==> src/rtl/wg_pkg.sv <==
package wg_pkg;
  typedef struct packed {
    logic sup_ok;
    logic ce_n;
    logic we_n;
    logic oe_n;
  } wg_pins_t;

  localparam int unsigned PINS_W = $bits(wg_pins_t);
  localparam wg_pins_t PINS_RST = '{sup_ok: 1'b0, ce_n: 1'b1, we_n: 1'b1, oe_n: 1'b1};
endpackage

==> src/rtl/wg_sync.sv <==
module wg_sync #(
  parameter int unsigned W = 1,
  parameter logic [W-1:0] RST_VAL = '0
) (
  input  logic         clk_i,
  input  logic         rst_ni,
  input  logic [W-1:0] d_i,
  output logic [W-1:0] q_o
);
  logic [W-1:0] meta_q, sync_q;

  always_ff @(posedge clk_i or negedge rst_ni) begin
    if (!rst_ni) begin
      meta_q <= RST_VAL;
      sync_q <= RST_VAL;
    end else begin
      meta_q <= d_i;
      sync_q <= meta_q;
    end
  end

  assign q_o = sync_q;
endmodule

==> src/rtl/wg_lockout.sv <==
module wg_lockout #(
  parameter int unsigned LOCK_CYC = 1_000_000
) (
  input  logic clk_i,
  input  logic rst_ni,
  input  logic sup_i,
  output logic ready_o
);
  localparam int unsigned LW = $clog2(LOCK_CYC + 1);
  localparam logic [LW-1:0] LIMIT = LW'(LOCK_CYC);

  logic [LW-1:0] cnt_q;

  always_ff @(posedge clk_i or negedge rst_ni) begin
    if (!rst_ni)                cnt_q <= '0;
    else if (!sup_i)            cnt_q <= '0;
    else if (cnt_q != LIMIT)    cnt_q <= cnt_q + 1'b1;
  end

  assign ready_o = sup_i && (cnt_q == LIMIT);

  AST_READY_NEEDS_PRIOR_SUPPLY: assert property (@(posedge clk_i) disable iff (!rst_ni)
    ready_o |-> $past(sup_i));
  AST_NO_READY_ON_RISE: assert property (@(posedge clk_i) disable iff (!rst_ni)
    $rose(sup_i) |-> !ready_o);
endmodule

==> src/rtl/wg_pulse_filter.sv <==
module wg_pulse_filter #(
  parameter int unsigned MIN_LOW_CYC = 3
) (
  input  logic clk_i,
  input  logic rst_ni,
  input  logic clr_i,       // drop any run in progress
  input  logic strobe_ni,   // synchronized strobe
  output logic low_ok_o     // strobe qualified low
);
  localparam int unsigned CW = $clog2(MIN_LOW_CYC + 1);
  localparam logic [CW-1:0] SAT = CW'(MIN_LOW_CYC - 1);

  logic [CW-1:0] run_q;

  always_ff @(posedge clk_i or negedge rst_ni) begin
    if (!rst_ni)                  run_q <= '0;
    else if (clr_i || strobe_ni)  run_q <= '0;
    else if (run_q != SAT)        run_q <= run_q + 1'b1;
  end

  // fall delayed by the minimum width, rise passed at once
  assign low_ok_o = !strobe_ni && (run_q >= SAT);

  AST_NO_SHORT_PASS: assert property (@(posedge clk_i) disable iff (!rst_ni)
    ((MIN_LOW_CYC > 1) && $rose(low_ok_o)) |-> $past(!strobe_ni));
  AST_FAST_RELEASE: assert property (@(posedge clk_i) disable iff (!rst_ni)
    strobe_ni |-> !low_ok_o);
endmodule

==> src/rtl/wguard_top.sv <==
module wguard_top
  import wg_pkg::*;
#(
  parameter int unsigned MIN_LOW_CYC = 3,
  parameter int unsigned LOCK_CYC    = 1_000_000
) (
  input  logic clk_i,
  input  logic rst_ni,
  input  logic supply_ok_i,
  input  logic ce_ni,
  input  logic we_ni,
  input  logic oe_ni,
  output logic ce_no,
  output logic we_no,
  output logic oe_no,
  output logic wr_allow_o
);
  wg_pins_t pins_raw, pins_s;
  logic ready;
  logic [1:0] strb_n, strb_ok;  // [0] chip-select, [1] write strobe

  assign pins_raw = '{sup_ok: supply_ok_i, ce_n: ce_ni, we_n: we_ni, oe_n: oe_ni};

  wg_sync #(.W(PINS_W), .RST_VAL(PINS_RST)) u_sync (
    .clk_i (clk_i),
    .rst_ni(rst_ni),
    .d_i   (pins_raw),
    .q_o   (pins_s)
  );

  wg_lockout #(.LOCK_CYC(LOCK_CYC)) u_lock (
    .clk_i  (clk_i),
    .rst_ni (rst_ni),
    .sup_i  (pins_s.sup_ok),
    .ready_o(ready)
  );

  assign strb_n = {pins_s.we_n, pins_s.ce_n};

  for (genvar g = 0; g < 2; g++) begin : g_filt
    wg_pulse_filter #(.MIN_LOW_CYC(MIN_LOW_CYC)) u_filt (
      .clk_i    (clk_i),
      .rst_ni   (rst_ni),
      .clr_i    (!pins_s.sup_ok),
      .strobe_ni(strb_n[g]),
      .low_ok_o (strb_ok[g])
    );
  end

  assign ce_no      = !(ready && strb_ok[0]);
  assign we_no      = !(ready && strb_ok[1] && pins_s.oe_n);
  assign oe_no      = pins_s.oe_n;
  assign wr_allow_o = ready && pins_s.oe_n && (&strb_ok);

  AST_SUPPLY_GATE: assert property (@(posedge clk_i) disable iff (!rst_ni)
    !pins_s.sup_ok |-> (ce_no && we_no && !wr_allow_o));
  AST_OE_INHIBIT: assert property (@(posedge clk_i) disable iff (!rst_ni)
    !oe_no |-> (we_no && !wr_allow_o));
  AST_ALLOW_PAIR: assert property (@(posedge clk_i) disable iff (!rst_ni)
    wr_allow_o |-> (!ce_no && !we_no));
  AST_DROP_ON_LOSS: assert property (@(posedge clk_i) disable iff (!rst_ni)
    $fell(pins_s.sup_ok) |-> !wr_allow_o);
endmodule

==> config.mk <==
export PLATFORM = sky130hd
export DESIGN_NAME = wguard_top
export DESIGN_NICKNAME = d
export VERILOG_FILES = /design/src/rtl/wg_pkg.sv /design/src/rtl/wg_sync.sv /design/src/rtl/wg_lockout.sv /design/src/rtl/wg_pulse_filter.sv /design/src/rtl/wguard_top.sv
export SDC_FILE = /design/constraint.sdc
export NUM_CORES = 1
export LEC_CHECK = 0
export BUFFER_PORTS_ARGS = -buffer_cell sky130_fd_sc_hd__buf_2
export CORE_MARGIN = 3
export CORE_UTILIZATION = 58
export DETAILED_ROUTE_END_ITERATION = 7
export HOLD_SLACK_MARGIN = 0.15
export PLACE_DENSITY = 0.77
export SETUP_SLACK_MARGIN = 0.3
export SYNTH_ARGS = -nofsm -noshare
export SYNTH_HDL_FRONTEND = slang
export SYNTH_SLANG_ARGS = --single-unit
export TNS_END_PERCENT = 100
==> constraint.sdc <==
create_clock -name clk_i -period 2.7 [get_ports clk_i]
set_clock_uncertainty 0.15 [all_clocks]
set_input_delay 0.27 -clock clk_i [delete_from_list [all_inputs] [get_ports clk_i]]
set_output_delay 0.27 -clock clk_i [all_outputs]
set_load 0.05 [all_outputs]
==> summary.txt <==
Critical path
  – Slowest cell on the critical path: dfrtp_1
  – Largest stage delay, worst path: approximately 0.41 ns
  – CP arrival: 2.10 ns
  – CP Buf/Inv Count: 1
  – Crit-path cells: nor4_2, nand4_1, nor4_4, or3b_1, buf_6
  – Critical-path maximum fanout: 3
  – Worst Setup End Kind: output pin
  – Cell family with most CP delay: simple AND/OR/NAND/NOR gates
  – Req. time, crit path: 2.28 ns
  – Startpoint types: flop
  – WS Path Type: flop to output pin

Timing
  – Tcrit/Tclk final: between 90% and 100%
  – Endpoints failing setup: 0
  – Fmax: 397 MHz
  – RSZ-0062 raised after global routing: true
  – Minimum clock period after layout: between 2 and 3 ns
  – Final Hold Vio Count: 0
  – Rel. slew slack: around 54%
  – Max-slew violations: 0
  – Slew @ Worst Pin: roughly 0.7 ns
  – Setup TNS Final: 0 ns

Die
  – I/O pin count: 10
  – Initial Util: 64.8%
  – FP Rows: 17
  – Die area: around 3300 sq um
  – Die Y: 57.4 um
  – Core ar.: between 2000 and 2500 sq um
  – Die width: 57.4 um

Route
  – Post-route ant nets: 0
  – Pre-antenna DRT Iters: 4
  – # DRC: 0
  – Wire per inst: between 15 and 20 um
  – Via density: 5.87
  – Detailed Route WL: 3170 um
  – Vias after detailed routing: around 1200
  – DRT iter0 DRCs: 46

Logic synthesis
  – Unique masters post-synth: 37
  – Top FF cell, synth: dfrtp_1
  – Synth top cells by count: 26 x dfrtp_1, 19 x nor2_1, 11 x nand2_1, 11 x xor2_1, 8 x a21oi_1
  – Register area share after synthesis: 52.8%
  – Syn Nets: 156
  – Post-synth EDFFs: 0
  – Mean Syn Cell Area: around 10 sq um
  – Top cell type's share of synthesized area: 42.5%
  – Mapped Area: 1530 sq um
  – Post-synth top area cell: dfrtp_1
  – Post-Synthesis Cells: 146
  – Ys async rst share: 100%
  – Synth area leaders: dfrtp_1 43%, dfstp_2 10%, xor2_1 6.3%, nor2_1 4.7%, ha_1 3.3%
  – FF+latch count, synth: 32
  – Count leader, synth: dfrtp_1
  – Yosys warns: 0

Power
  – Sw Ratio: 23.0%
  – Clock share of power: 38.7%
  – Total power: 925 uW
  – Peak supply drop: 0.672 mV
  – Static Leakage: 0.000776 uW
  – P_sw: around 210 uW
  – Internal power: 712 uW
  – Combinational power share: 6.3%
  – Power Density: slightly above 500 nW/um^2
  – Reg power frac: 54.9%

Layout
  – Area of all sequential standard cells: 810 sq um
  – Final nets: 181
  – Ant diodes: 0
  – Util after Layout: 77.1%
  – Share of post-route cells with drive strength above 1: 22.1%
  – Fillers: between 150 and 200
  – Design area: 1820 sq um
  – Multi-input logic area: 696 sq um
  – Area Growth Syn to Fin: 19.0%

Flow run
  – Maxcap violations: 0

Global routing
  – Grt total ovfl: 0
  – Number of global-route vias before repair: 1145
  – Initial antenna violation count: 0
  – All-Layer GR Usage: 21.7%
  – First-pass GRT wire length: about 5300 um
  – Largest net degree at the start of global routing: 33

CTS
  – H-tree levels: 2
  – Clock buffer depth: 2
  – Total CTS buffers: 5
  – Clk_lat worst skew: ~0.33 ns
  – Clock sinks: 32
  – Root buf cell: clkbuf_4
  – Clock-pin slew on the worst setup and hold paths: 0.10 ns
  – CTS tree: yes

Min path
  – Tightest Hold Check Type: flop to flop

Placement
  – Area after DPL: 1610 sq um
  – Routability Congestion: 0.790
  – Hpwl dp: between 1500 and 2000 um
  – Port Buf Inserts: 9

Status
  – Status: complete, no violations
worst paths after layout:
| kind | cells past startpoint | slack, ns | to | from |
|---|---|---|---|---|
| worst max-delay path | 5 | 0.18 | ce_no | u_lock.cnt_q[8]$_DFFE_PN0P_ |
| worst min-delay path | 0 | 0.21 | u_sync.q_o[2]$_DFF_PN1_ | u_sync.meta_q[2]$_DFF_PN1_ |
| worst max register to register | 5 | 0.59 | u_lock.cnt_q[18]$_DFFE_PN0P_ | u_lock.cnt_q[0]$_DFFE_PN0P_ |
| worst min register to register | 0 | 0.21 | u_sync.q_o[2]$_DFF_PN1_ | u_sync.meta_q[2]$_DFF_PN1_ |
| max in group asynchronous | 2 | 1.54 | u_lock.cnt_q[10]$_DFFE_PN0P_ | rst_ni |
| min in group asynchronous | 2 | 0.35 | g_filt[1].u_filt.run_q[1]$_DFFE_PN0P_ | rst_ni |
final cells by class:
type	instances	share of cell area [%]
Multi-Input combinational cell	103	38.2
Clock buffer	6	2.27
Timing Repair Buffer	22	9.76
Clock inverter	2	1.92
Inverter	7	1.44
Tap cell	28	1.92
Sequential cell	32	44.5
sequential cells by signal, indices dropped and copies added (netlist names):
signal / count
u_sync.q_o: 4
u_lock.cnt_q: 20
u_sync.meta_q: 4
g_filt.u_filt.run_q: 4
worst reg2reg max path, delay by kind of cell (launching register included):
kind,cells,cell delay [ns]
adders and majority gates,1,0.26
AOI/OAI and AO/OA,1,0.16
DFF,1,0.46
and+or+nand+nor,3,1.01
per-layer routing:
metal  vias to the layer above  part of all wire (%)  GRT usage, %
met5                         -                     0             0
met4                         0                   1.4          7.95
met3                         4                   2.9          6.79
met2                        19                    50          34.4
met1                       583                    45          28.1
li1                        568                     -             -
stage by stage:
stage / setup WS, ns / cells / hold WS [ns]
6_report: 0.179 / 200 / 0.211
5_1_grt: 0.0242 / 200 / 0.220
4_1_cts: 0.123 / 198 / 0.212
3_5_place_dp: 0.320 / 180 / 0.192
3_3_place_gp: 0.331 / 180 / 0.184
2_1_floorplan: 0.389 / 146 / -0.176
power by group through the flow:
stage	logic, uW	registers (uW)	clock network, uW
2_1_floorplan	28.8	515	0
3_3_place_gp	45.5	515	0
3_5_place_dp	48.7	517	0
4_1_cts	56.8	507	365
5_1_grt	65.6	511	388
6_report	58.4	508	358
cell usage in the layout (no fill, tap or decap), types with 2 or more instances in the layout:
master / synthesis / routed
dfrtp_1: 26 / 25
nor2_1: 19 / 19
xor2_1: 11 / 11
nand2_1: 11 / 11
a21oi_1: 8 / 8
nand3_1: 7 / 7
buf_4: 1 / 7
inv_1: 6 / 6
nand4_1: 6 / 6
buf_2: 1 / 6
dfstp_2: 6 / 6
clkbuf_4: 0 / 5
dlygate4sd3_1: 0 / 5
o31ai_1: 4 / 4
or4_1: 4 / 4
ha_1: 4 / 4
buf_6: 1 / 4
and4_1: 3 / 3
nand2b_1: 2 / 2
nand3b_1: 2 / 2
mux2i_1: 2 / 2
and4_2: 2 / 2
o21ai_0: 2 / 2
or3_1: 2 / 2
o21a_1: 2 / 2
timing repair:
action	in CTS	in global routing
setup buffers	5	2
pin swaps	1	3
endpoints found under the setup margin	3	3
resized for setup	8	2
hold endpoints to repair	30	0
hold buffers	5	0
cells by family after synthesis:
family | share of synthesized area, %
xor gates and xnor gates | 6.87
and+or+nand+nor | 24.5
buffers and inverters | 3.52
AOI/OAI and AO/OA | 7.69
muxes | 1.31
adders and majority gates | 3.27
DFF | 52.8
(Power assumes the default switching activity.)
